**src/rtl/ppi_pkg.sv**
```systemverilog
package ppi_pkg;

    localparam int unsigned NPORT       = 2;
    localparam int unsigned SEL_OUT_BIT = 2;   // 1: data slot hits output latch
    localparam int unsigned C2_DIR_BIT  = 5;   // 1: second control line is an output

    typedef enum logic [1:0] {
        SLOT_A_DATA = 2'd0,
        SLOT_A_CTL  = 2'd1,
        SLOT_B_DATA = 2'd2,
        SLOT_B_CTL  = 2'd3
    } slot_e;

    // Exchanging the two offset bits maps 1<->2 and leaves 0 and 3 alone.
    function automatic slot_e map_offset(input logic [1:0] off, input logic swap);
        return swap ? slot_e'({off[0], off[1]}) : slot_e'(off);
    endfunction

endpackage

```
**src/rtl/ppi_addr_decode.sv**
```systemverilog
module ppi_addr_decode
    import ppi_pkg::*;
#(
    parameter int unsigned PORTS = NPORT
) (
    input  logic [1:0]       addr,
    input  logic             swap_order,
    input  logic             cs,
    output logic [PORTS-1:0] sel_data,
    output logic [PORTS-1:0] sel_ctl
);

    slot_e slot;

    always_comb begin
        slot = map_offset(addr, swap_order);
    end

    // Bit 1 of the slot picks the port, bit 0 picks control versus data.
    for (genvar p = 0; p < PORTS; p++) begin : g_sel
        localparam logic PBIT = 1'(p);
        always_comb begin
            sel_data[p] = cs && (slot[1] == PBIT) && !slot[0];
            sel_ctl[p]  = cs && (slot[1] == PBIT) &&  slot[0];
        end
    end

endmodule

```
**src/rtl/ppi_port.sv**
```systemverilog
module ppi_port
    import ppi_pkg::*;
#(
    parameter int unsigned       DATA_W  = 8,
    parameter int unsigned       CTL_W   = 6,
    parameter logic [DATA_W-1:0] PIN_RST = '0
) (
    input  logic              clk,
    input  logic              rst_n,
    input  logic              sel_data,
    input  logic              sel_ctl,
    input  logic              rd_en,
    input  logic              wr_en,
    input  logic [DATA_W-1:0] wdata,
    input  logic [DATA_W-1:0] pin_in,
    input  logic              flag1,
    input  logic              flag2,
    output logic [DATA_W-1:0] drive,
    output logic [DATA_W-1:0] oe,
    output logic [CTL_W-1:0]  ctl,
    output logic [DATA_W-1:0] rd_word,
    output logic              data_rd_hit,
    output logic              data_wr_hit
);

    localparam int unsigned FLAG1_BIT = DATA_W - 1;
    localparam int unsigned FLAG2_BIT = DATA_W - 2;

    typedef struct packed {
        logic [DATA_W-1:0] latch;
        logic [DATA_W-1:0] dir;
        logic [DATA_W-1:0] pin;
        logic [CTL_W-1:0]  ctl;
    } port_st_t;

    port_st_t st_d, st_q;
    logic     out_sel;

    always_comb begin
        out_sel = st_q.ctl[SEL_OUT_BIT];
        st_d    = st_q;
        st_d.pin = pin_in;
        if (wr_en && sel_ctl) begin
            st_d.ctl = wdata[CTL_W-1:0];
        end
        if (wr_en && sel_data) begin
            if (out_sel) begin
                st_d.latch = wdata;
            end else begin
                st_d.dir = wdata;
            end
        end

        rd_word = '0;
        if (sel_ctl) begin
            rd_word[CTL_W-1:0] = st_q.ctl;
            rd_word[FLAG1_BIT] = flag1;
            rd_word[FLAG2_BIT] = flag2 & ~st_q.ctl[C2_DIR_BIT];
        end else if (sel_data) begin
            rd_word = out_sel ? ((st_q.latch & st_q.dir) | (st_q.pin & ~st_q.dir))
                              : st_q.dir;
        end

        data_rd_hit = rd_en && sel_data && out_sel;
        data_wr_hit = wr_en && sel_data && out_sel;

        drive = st_q.latch & st_q.dir;
        oe    = st_q.dir;
        ctl   = st_q.ctl;
    end

    always_ff @(posedge clk or negedge rst_n) begin
        if (!rst_n) begin
            st_q.latch <= '0;
            st_q.dir   <= '0;
            st_q.pin   <= PIN_RST;
            st_q.ctl   <= '0;
        end else begin
            st_q <= st_d;
        end
    end

endmodule

```
**src/rtl/ppi_regfile.sv**
```systemverilog
module ppi_regfile
    import ppi_pkg::*;
#(
    parameter int unsigned       DATA_W     = 8,
    parameter int unsigned       CTL_W      = 6,
    parameter logic [DATA_W-1:0] PA_PIN_RST = '1,
    parameter logic [DATA_W-1:0] PB_PIN_RST = '0
) (
    input  logic              clk,
    input  logic              rst_n,
    input  logic              cs,
    input  logic              rd,
    input  logic              wr,
    input  logic [1:0]        addr,
    input  logic [DATA_W-1:0] wdata,
    input  logic              swap_order,
    input  logic [DATA_W-1:0] pa_in,
    input  logic [DATA_W-1:0] pb_in,
    input  logic              flag_a1,
    input  logic              flag_a2,
    input  logic              flag_b1,
    input  logic              flag_b2,
    output logic [DATA_W-1:0] rdata,
    output logic [DATA_W-1:0] pa_out,
    output logic [DATA_W-1:0] pa_oe,
    output logic [DATA_W-1:0] pb_out,
    output logic [DATA_W-1:0] pb_oe,
    output logic [CTL_W-1:0]  ctl_a,
    output logic [CTL_W-1:0]  ctl_b,
    output logic              rd_data_a,
    output logic              rd_data_b,
    output logic              wr_data_b
);

    localparam int unsigned PA = 0;
    localparam int unsigned PB = 1;

    typedef struct packed {
        logic [DATA_W-1:0] rdata;
        logic              rd_a;
        logic              rd_b;
        logic              wr_b;
    } top_st_t;

    top_st_t st_d, st_q;

    logic              rd_en, wr_en;
    logic [NPORT-1:0]  sel_data, sel_ctl;
    logic [NPORT-1:0]  rd_hit, wr_hit;
    logic [NPORT-1:0]  flag1_v, flag2_v;
    logic [DATA_W-1:0] pin_v   [NPORT];
    logic [DATA_W-1:0] drive_v [NPORT];
    logic [DATA_W-1:0] oe_v    [NPORT];
    logic [DATA_W-1:0] word_v  [NPORT];
    logic [CTL_W-1:0]  ctl_v   [NPORT];
    logic [DATA_W-1:0] word_sel;

    always_comb begin
        rd_en       = cs && rd;
        wr_en       = cs && wr;
        pin_v[PA]   = pa_in;
        pin_v[PB]   = pb_in;
        flag1_v[PA] = flag_a1;
        flag1_v[PB] = flag_b1;
        flag2_v[PA] = flag_a2;
        flag2_v[PB] = flag_b2;
    end

    ppi_addr_decode #(
        .PORTS (NPORT)
    ) i_decode (
        .addr       (addr),
        .swap_order (swap_order),
        .cs         (cs),
        .sel_data   (sel_data),
        .sel_ctl    (sel_ctl)
    );

    for (genvar p = 0; p < NPORT; p++) begin : g_port
        localparam logic [DATA_W-1:0] RSTV = (p == PA) ? PA_PIN_RST : PB_PIN_RST;
        ppi_port #(
            .DATA_W  (DATA_W),
            .CTL_W   (CTL_W),
            .PIN_RST (RSTV)
        ) i_port (
            .clk         (clk),
            .rst_n       (rst_n),
            .sel_data    (sel_data[p]),
            .sel_ctl     (sel_ctl[p]),
            .rd_en       (rd_en),
            .wr_en       (wr_en),
            .wdata       (wdata),
            .pin_in      (pin_v[p]),
            .flag1       (flag1_v[p]),
            .flag2       (flag2_v[p]),
            .drive       (drive_v[p]),
            .oe          (oe_v[p]),
            .ctl         (ctl_v[p]),
            .rd_word     (word_v[p]),
            .data_rd_hit (rd_hit[p]),
            .data_wr_hit (wr_hit[p])
        );
    end

    // Unselected ports return zero words, so an OR gives the selected one.
    always_comb begin
        word_sel = '0;
        for (int p = 0; p < NPORT; p++) begin
            word_sel = word_sel | word_v[p];
        end
    end

    always_comb begin
        st_d      = st_q;
        st_d.rd_a = rd_hit[PA];
        st_d.rd_b = rd_hit[PB];
        st_d.wr_b = wr_hit[PB];
        if (rd_en) begin
            st_d.rdata = word_sel;
        end
    end

    always_ff @(posedge clk or negedge rst_n) begin
        if (!rst_n) begin
            st_q <= '0;
        end else begin
            st_q <= st_d;
        end
    end

    always_comb begin
        rdata     = st_q.rdata;
        rd_data_a = st_q.rd_a;
        rd_data_b = st_q.rd_b;
        wr_data_b = st_q.wr_b;
        pa_out    = drive_v[PA];
        pa_oe     = oe_v[PA];
        pb_out    = drive_v[PB];
        pb_oe     = oe_v[PB];
        ctl_a     = ctl_v[PA];
        ctl_b     = ctl_v[PB];
    end

endmodule

```
**config.mk**
```make
export PLATFORM = sky130hd
export DESIGN_NAME = ppi_regfile
export DESIGN_NICKNAME = d
export VERILOG_FILES = /design/src/rtl/ppi_pkg.sv /design/src/rtl/ppi_addr_decode.sv /design/src/rtl/ppi_port.sv /design/src/rtl/ppi_regfile.sv
export SDC_FILE = /design/constraint.sdc
export NUM_CORES = 1
export LEC_CHECK = 0
export ABC_AREA = 1
export BUFFER_PORTS_ARGS = -buffer_cell sky130_fd_sc_hd__buf_4
export CORE_ASPECT_RATIO = 0.9
export CORE_MARGIN = 4
export CORE_UTILIZATION = 50
export CTS_BUF_LIST = sky130_fd_sc_hd__clkbuf_8
export DETAILED_ROUTE_END_ITERATION = 16
export GPL_TIMING_DRIVEN = 0
export PLACE_DENSITY = 0.74
export SYNTH_ARGS = -nofsm -noshare
export SYNTH_HDL_FRONTEND = slang
export SYNTH_SLANG_ARGS = --single-unit
```
**constraint.sdc**
```tcl
create_clock -name clk -period 1.6 [get_ports clk]
set_clock_uncertainty 0.05 [all_clocks]
set_input_delay 0.16 -clock clk [delete_from_list [all_inputs] [get_ports clk]]
set_output_delay 0.16 -clock clk [all_outputs]
set_load 0.03 [all_outputs]
```
==> results.ini, run 1 <==
[outcome]
outcome=complete, no violations

[layout]
layout.nets=574
fill_cells=598
regArea_sq_um=1789
multi_input_area_sq_um=1408
drive_above_1_share_pct=39.23
syn2layout_area_growth_pct=32.98
antenna_cells=0
instances_no_fill=636

[synth]
ys_seq_area_share_pct=48.65
yosysWarnings=0
post-synth-top-area-cell=dfrtp_1
synth_area_sq_um=3672
synth_top_area_share_pct=42.93
synth.area.top_cells=dfrtp_1 43%, nand2_1 12%, o21ai_2 6.9%
synth_cells=417
yosysUniqueCellTypes=26
synth-seq-cells=71
syn_avg_cell_area_sq_um=8.806
synth_nets=453

[power]
vdd_ir_drop_max_v=0.0008151
power_mw=6.551
p_leak_nw=2.592
power_density_nw_per_um2=1341

[timing]
period_share_pct=90.45
slew_headroom_pct=40.94
drv_slew=0
tightestPinTransition_ns=0.8859
worst_slack_ns=0.1528
max_freq_mhz=691.0
rsz0062_at_grt=no
setup_viol=0
fin_crit_ns=1.447
hold_viol_final=0
setup_tns_ns=0

[placement]
hpwlAfterDp_um=6537
port_buffers=89
place_inst=599
preCtsSetupSlack_ns=-0.1161
gp_congestion=0.8867

[setup_path]
cp_max_fo=4
cp_common_cell=buf_4
cp-endpoint=ctl_b[2]
r2r_slack_ns=0.17
startpoint=g_port[1].i_port.ctl[2]$_DFFE_PN0P_
cp.required_ns=1.39
reg2reg_from=g_port[1].i_port.ctl[2]$_DFFE_PN0P_
cp-start-kind=flop
crit_type=reg2out
timing.rr.end=rdata[3]$_DFFE_PN0N_
arrival_ns=1.24
crit_path_end_kind=output pin
worst_path_max_delay_cell=dfrtp_2
cpPeakStageDelay_ns=0.44
rr_worst_depth=7
crit_chain=buf_4 > buf_4 > buf_4

[routing]
wl_per_cell_um=14.40
route.detailed.drc=0
drtIter0Drc=157
wl_um=9160
vias=3160
via_per_inst=4.969
drt_first_pass_iters=5
ant_nets=0

[floorplan]
die_y_um=89.30
core_area_sq_um=7112
rows=29
die_x_um=98.34
die_area_sq_um=8781
io_pins=91
initial_core_util_pct=51.64

[cts]
clk_path_buf_depth=2
cts_made_buffers=9
cts_tree=yes
clkLatencyLatePin_ns=0.34
clkSlewWorstSetupHoldPaths_ns=0.07
cts_sinks=71
clockRootBuffer=clkbuf_8
htree_num_levels=3

[grt]
grt_pass1_vias=3038
gr-total-overflow=0
grtUsageMet2_pct=36.22
grt_usage_pct=21.81
busiest_layer=met2
grt_pass1_wl_um=14990
grt_util_met1_pct=29.14
met3_usage_pct=5.616
grt_max_degree=72
antenna_found_initial=0

[flow_run]
maxCapViolations=0

[worst_hold_path]
hold_path.class=in2reg

metrics by stage:
step	cell area (sq um)	utilization, %	hold slack [ns]
after floorplan	3672	-	-0.1856
after CTS	4838	68.03	0.06763
after global placement	4457	62.67	0.2186
after detailed placement	4457	62.67	0.2195
final	4883	68.67	0.07994
after global routing	4883	68.67	0.09049
critical path: cells and delay by family, from the launching register on:
family / cells / cell delay, ns
buf+inv: 3 / 0.46
flops: 1 / 0.44
worst min path at each step:
stage,from,to,slack (ns),cells past startpoint
global route,rd,rd_data_a$_DFF_PN0_,0.09,3
detailed placement,pa_in[7],g_port[0].i_port.st_q[13]$_DFF_PN1_,0.22,1
CTS,rd,rd_data_a$_DFF_PN0_,0.07,3
finish,rd,rd_data_b$_DFF_PN0_,0.08,3
floorplan,rst_n,g_port[0].i_port.ctl[0]$_DFFE_PN0P_,-0.19,0
global placement,pa_in[5],g_port[0].i_port.st_q[11]$_DFF_PN1_,0.22,1
cell families after synthesis:
family,count (synthesis),synth area share [%]
flops,71,48.65
compound gates,60,11.14
simple gates,204,27.19
buf+inv,82,13.01
registers in the layout, summed over array words and instances (netlist names):
register	count
rd_data_a	1
g_port.i_port.st_q	32
g_port.i_port.oe	16
wr_data_b	1
g_port.i_port.ctl	12
rd_data_b	1
rdata	8
layer usage:
layer  wire length [um]  up-vias
met2               4447      106
met1               3965     1490
met4                155        0
li1                   -     1548
met5                  0        -
met3                592       16
power by group:
| part | switching (mW) | internal [mW] | leakage (nW) |
|---|---|---|---|
| registers | 0.354 | 2.18 | 0.870 |
| logic | 1.41 | 1.05 | 1.60 |
| clock network | 0.645 | 0.904 | 0.119 |
cell usage after synthesis, drive strengths merged:
cell type / number
nand2: 126
inv: 41
dfrtp: 63
buf: 39
nor4: 2
dfstp: 8
nand3b: 2
nor2: 39
nand4: 12
nand3: 23
o21ai: 60
clkbuf: 2
area by class of cell:
type	instances	area share, %
tap	93	2.383
clock buffer	10	2.818
clock inverter	6	1.589
sequential	71	36.64
timing repair buffer	111	17.93
multi-input combinational	264	28.82
buffer	40	6.533
inverter	41	3.280
cells in the final DEF (no fill, tap or decap), types with 2 or more instances in the layout:
cell type and n:
nand2_2 7, o21ai_0 12, bufinv_16 2, nand2_4 5, inv_2 3, nand3_2 2
buf_2 3, nor2_8 2, nand2_1 114, dfstp_2 8, nand3b_1 2, nand4_1 11
clkinv_2 2, o21ai_1 19, nor2_1 36, dfrtp_1 61, nor4_1 2, dfrtp_2 2
clkbuf_8 10, dlygate4sd3_1 17, buf_6 6, buf_4 123, inv_1 38, nand3_1 17
o21ai_2 29, nand3_4 4
what timing repair did:
item,in CTS,in global routing
buffers inserted,0,5
resized for setup,1,4
setup endpoints to repair,6,7
pin swaps,0,0
hold endpoints to repair,79,0
hold buffers,17,0
No activity file was read; power rests on OpenSTA's default activity.
==> inputs of run 2 (changes only) <==
--- a/config.mk
+++ b/config.mk
@@ -5,15 +5,15 @@
 export SDC_FILE = /design/constraint.sdc
 export NUM_CORES = 1
 export LEC_CHECK = 0
-export ABC_AREA = 1
 export BUFFER_PORTS_ARGS = -buffer_cell sky130_fd_sc_hd__buf_4
 export CORE_ASPECT_RATIO = 0.9
 export CORE_MARGIN = 4
 export CORE_UTILIZATION = 50
 export CTS_BUF_LIST = sky130_fd_sc_hd__clkbuf_8
+export CTS_CLUSTER_DIAMETER = 150
 export DETAILED_ROUTE_END_ITERATION = 16
 export GPL_TIMING_DRIVEN = 0
-export PLACE_DENSITY = 0.74
+export PLACE_DENSITY = 0.75
 export SYNTH_ARGS = -nofsm -noshare
 export SYNTH_HDL_FRONTEND = slang
 export SYNTH_SLANG_ARGS = --single-unit
==> results.ini, run 2 <==
[worst_hold_path]
hold_path.class=in2reg
hold_path_startpoint=wdata[7]
hold_depth=2
worstHoldEndpoint=g_port[1].i_port.oe[7]$_DFFE_PN0P_

[layout]
largest_reg_flops=32
fin_area_sq_um=4571
top_register=g_port.i_port.st_q
fill_cells=459
antenna_cells=0
final_cell_mix=126 x buf_4, 63 x dfrtp_1, 33 x mux2_2, 18 x and2_1
drive_above_1_share_pct=51.79
layout_commonest_cell=buf_4
layout.nets=421
fin_util_pct=73.13
syn2layout_area_growth_pct=38.58

[timing]
rsz0062_at_grt=no
worst_slack_ns=0.07309
max_freq_mhz=654.9
fin_crit_ns=1.527
slew_headroom_pct=40.99
timing.hold.ws_ns=0.03015
tightestPinTransition_ns=0.8852
hold_viol_final=0
setup_viol=0
drv_slew=0
setup_tns_ns=0
period_share_pct=95.43

[placement]
gp_congestion=0.8006
hpwlAfterDp_um=5346
placed_area_sq_um=4075
preCtsSetupSlack_ns=-0.6598
port_buffers=89

[floorplan]
io_pins=91
die_area_sq_um=7962
initial_core_util_pct=52.77
die_y_um=85.05
core_area_sq_um=6250
rows=27
die_x_um=93.61

[grt]
grt_pass1_vias=2593
antenna_found_initial=0
grt_pass1_wl_um=13300
grt_usage_pct=21.87
gr-total-overflow=0
grt_max_degree=72

[routing]
wl_per_cell_um=17.36
drt_first_pass_iters=4
via_per_inst=5.199
route.detailed.drc=0
ant_nets=0
wl_um=8282
drtIter0Drc=118
vias=2480

[synth]
synth_nets=296
synth.area.top_cells=dfrtp_1 48%, mux2_2 11%, buf_4 6.4%
yosysWarnings=0
synth_ff_type=dfrtp_1
synth_area_sq_um=3298
synth-seq-cells=71
post-synth-top-area-cell=dfrtp_1
yosys.area_share.xor_xnor_pct=0
synthSimpleGateAreaFrac_pct=8.574
yosys-top-cells-count=63 x dfrtp_1, 33 x mux2_2, 28 x buf_4, 18 x and2_1, 17 x a21oi_1
ys_seq_area_share_pct=54.17
synth_cells=260
async_flop_share_pct=100.0
yosysMostFrequentCell=dfrtp_1
synth_fa_ha_area_share_pct=0
synth_edf_count=0
yosysUniqueCellTypes=34
synth_top_area_share_pct=47.80
synth_top_family_by_area=multiplexers
synth-compound-area-share_pct=11.27
synthMuxAreaShare_pct=16.65
syn_avg_cell_area_sq_um=12.69

[power]
vdd_ir_drop_max_v=0.0008045
power_density_nw_per_um2=1566
p_leak_nw=2.181

[setup_path]
timing.rr.end=g_port[0].i_port.oe[2]$_DFFE_PN0P_
arrival_ns=1.70
cp-start-kind=flop
crit_type=reg2reg
crit_path_end_kind=flop
cp_max_fo=10
r2r_slack_ns=0.07
rr_worst_depth=4
cp.required_ns=1.77
reg2reg_from=g_port[0].i_port.ctl[2]$_DFFE_PN0P_

[cts]
clockRootBuffer=clkbuf_8
cts_tree=yes
clkSlewWorstSetupHoldPaths_ns=0.07
clk_path_buf_depth=2
clkLatencyLatePin_ns=0.34
htree_num_levels=3
cts_made_buffers=9
cts_sinks=71

[outcome]
outcome=complete, no violations

[flow_run]
maxCapViolations=0

## run 2: cell count changes after synthesis, sizes merged, moves of 10 or more
cell    delta
a21oi     +17
a311oi    +13
and2      +18
inv       -26
mux2      +44
nand2    -121
nand3     -22
nand4     -10
nor2      -35
o21ai     -60
## run 2: through the flow
step	cells	total power, mW
floorplan	260	4.396
global placement	436	5.303
detailed placement	436	5.355
CTS	477	7.188
global route	477	7.537
finish	477	7.159
## run 2: power breakdown
part	internal, mW	switching (mW)	total [mW]
Sequential	2.23	0.389	2.62
Clock	1.12	0.651	1.77
Combinational	1.33	1.43	2.77
## run 2: how the worst max path moves through the flow
stage,startpoint,endpoint,slack [ns],depth (start not counted)
floorplan,g_port[1].i_port.ctl[2]$_DFFE_PN0P_,g_port[1].i_port.st_q[22]$_DFFE_PN0P_,0.04,3
global placement,g_port[1].i_port.ctl[2]$_DFFE_PN0P_,g_port[1].i_port.st_q[28]$_DFFE_PN0P_,-0.63,3
detailed placement,g_port[1].i_port.ctl[2]$_DFFE_PN0P_,g_port[1].i_port.st_q[29]$_DFFE_PN0P_,-0.66,3
CTS,g_port[0].i_port.ctl[2]$_DFFE_PN0P_,g_port[0].i_port.oe[2]$_DFFE_PN0P_,0.06,4
global route,g_port[0].i_port.ctl[2]$_DFFE_PN0P_,g_port[0].i_port.oe[2]$_DFFE_PN0P_,0.01,4
finish,g_port[0].i_port.ctl[2]$_DFFE_PN0P_,g_port[0].i_port.oe[2]$_DFFE_PN0P_,0.07,4
## run 2: layout make-up
type                       count  area (sq um)  share of cell area [%]
clock inverter                 5         103.9                   2.272
tap                           87         108.9                   2.382
multi-input combinational    136          1204                   26.33
timing repair buffer         114         898.4                   19.66
buffer                        38         261.5                   5.721
inverter                      15         56.30                   1.232
sequential                    71          1787                   39.09
clock buffer                  11         151.4                   3.312
## run 2: repair_timing
action                                  CTS  global route
cloned                                    0             0
buffers inserted                          8             0
endpoints found under the hold margin    79             0
hold buffers                             17             0
pin swaps                                 4             0
endpoints found under the setup margin   41            14
gates resized for setup                   5             3
## run 2: cells by family (layout without fill, tap and decap cells)
logic type,count (synthesis),after routing
AO/OA/AOI/OAI,48,48
buffers and inverters,53,183
flip-flops,71,71
multiplexers,46,46
AND/OR/NAND/NOR,42,42
## run 2: worst max-delay path, cell delays in order, from the launching register on
cell	delay [ns]
dfrtp_1	0.42
buf_4	0.22
nor3_4	0.18
buf_4	0.18
mux2_2	0.35
## run 2: per-layer routing
metal	share of wire (%)	GRT usage, %	vias to the layer above
met5	0	0	-
met4	1.5	7.218	0
met3	8.7	6.472	10
met2	47	34.03	102
met1	42	29.47	1211
li1	-	-	1157
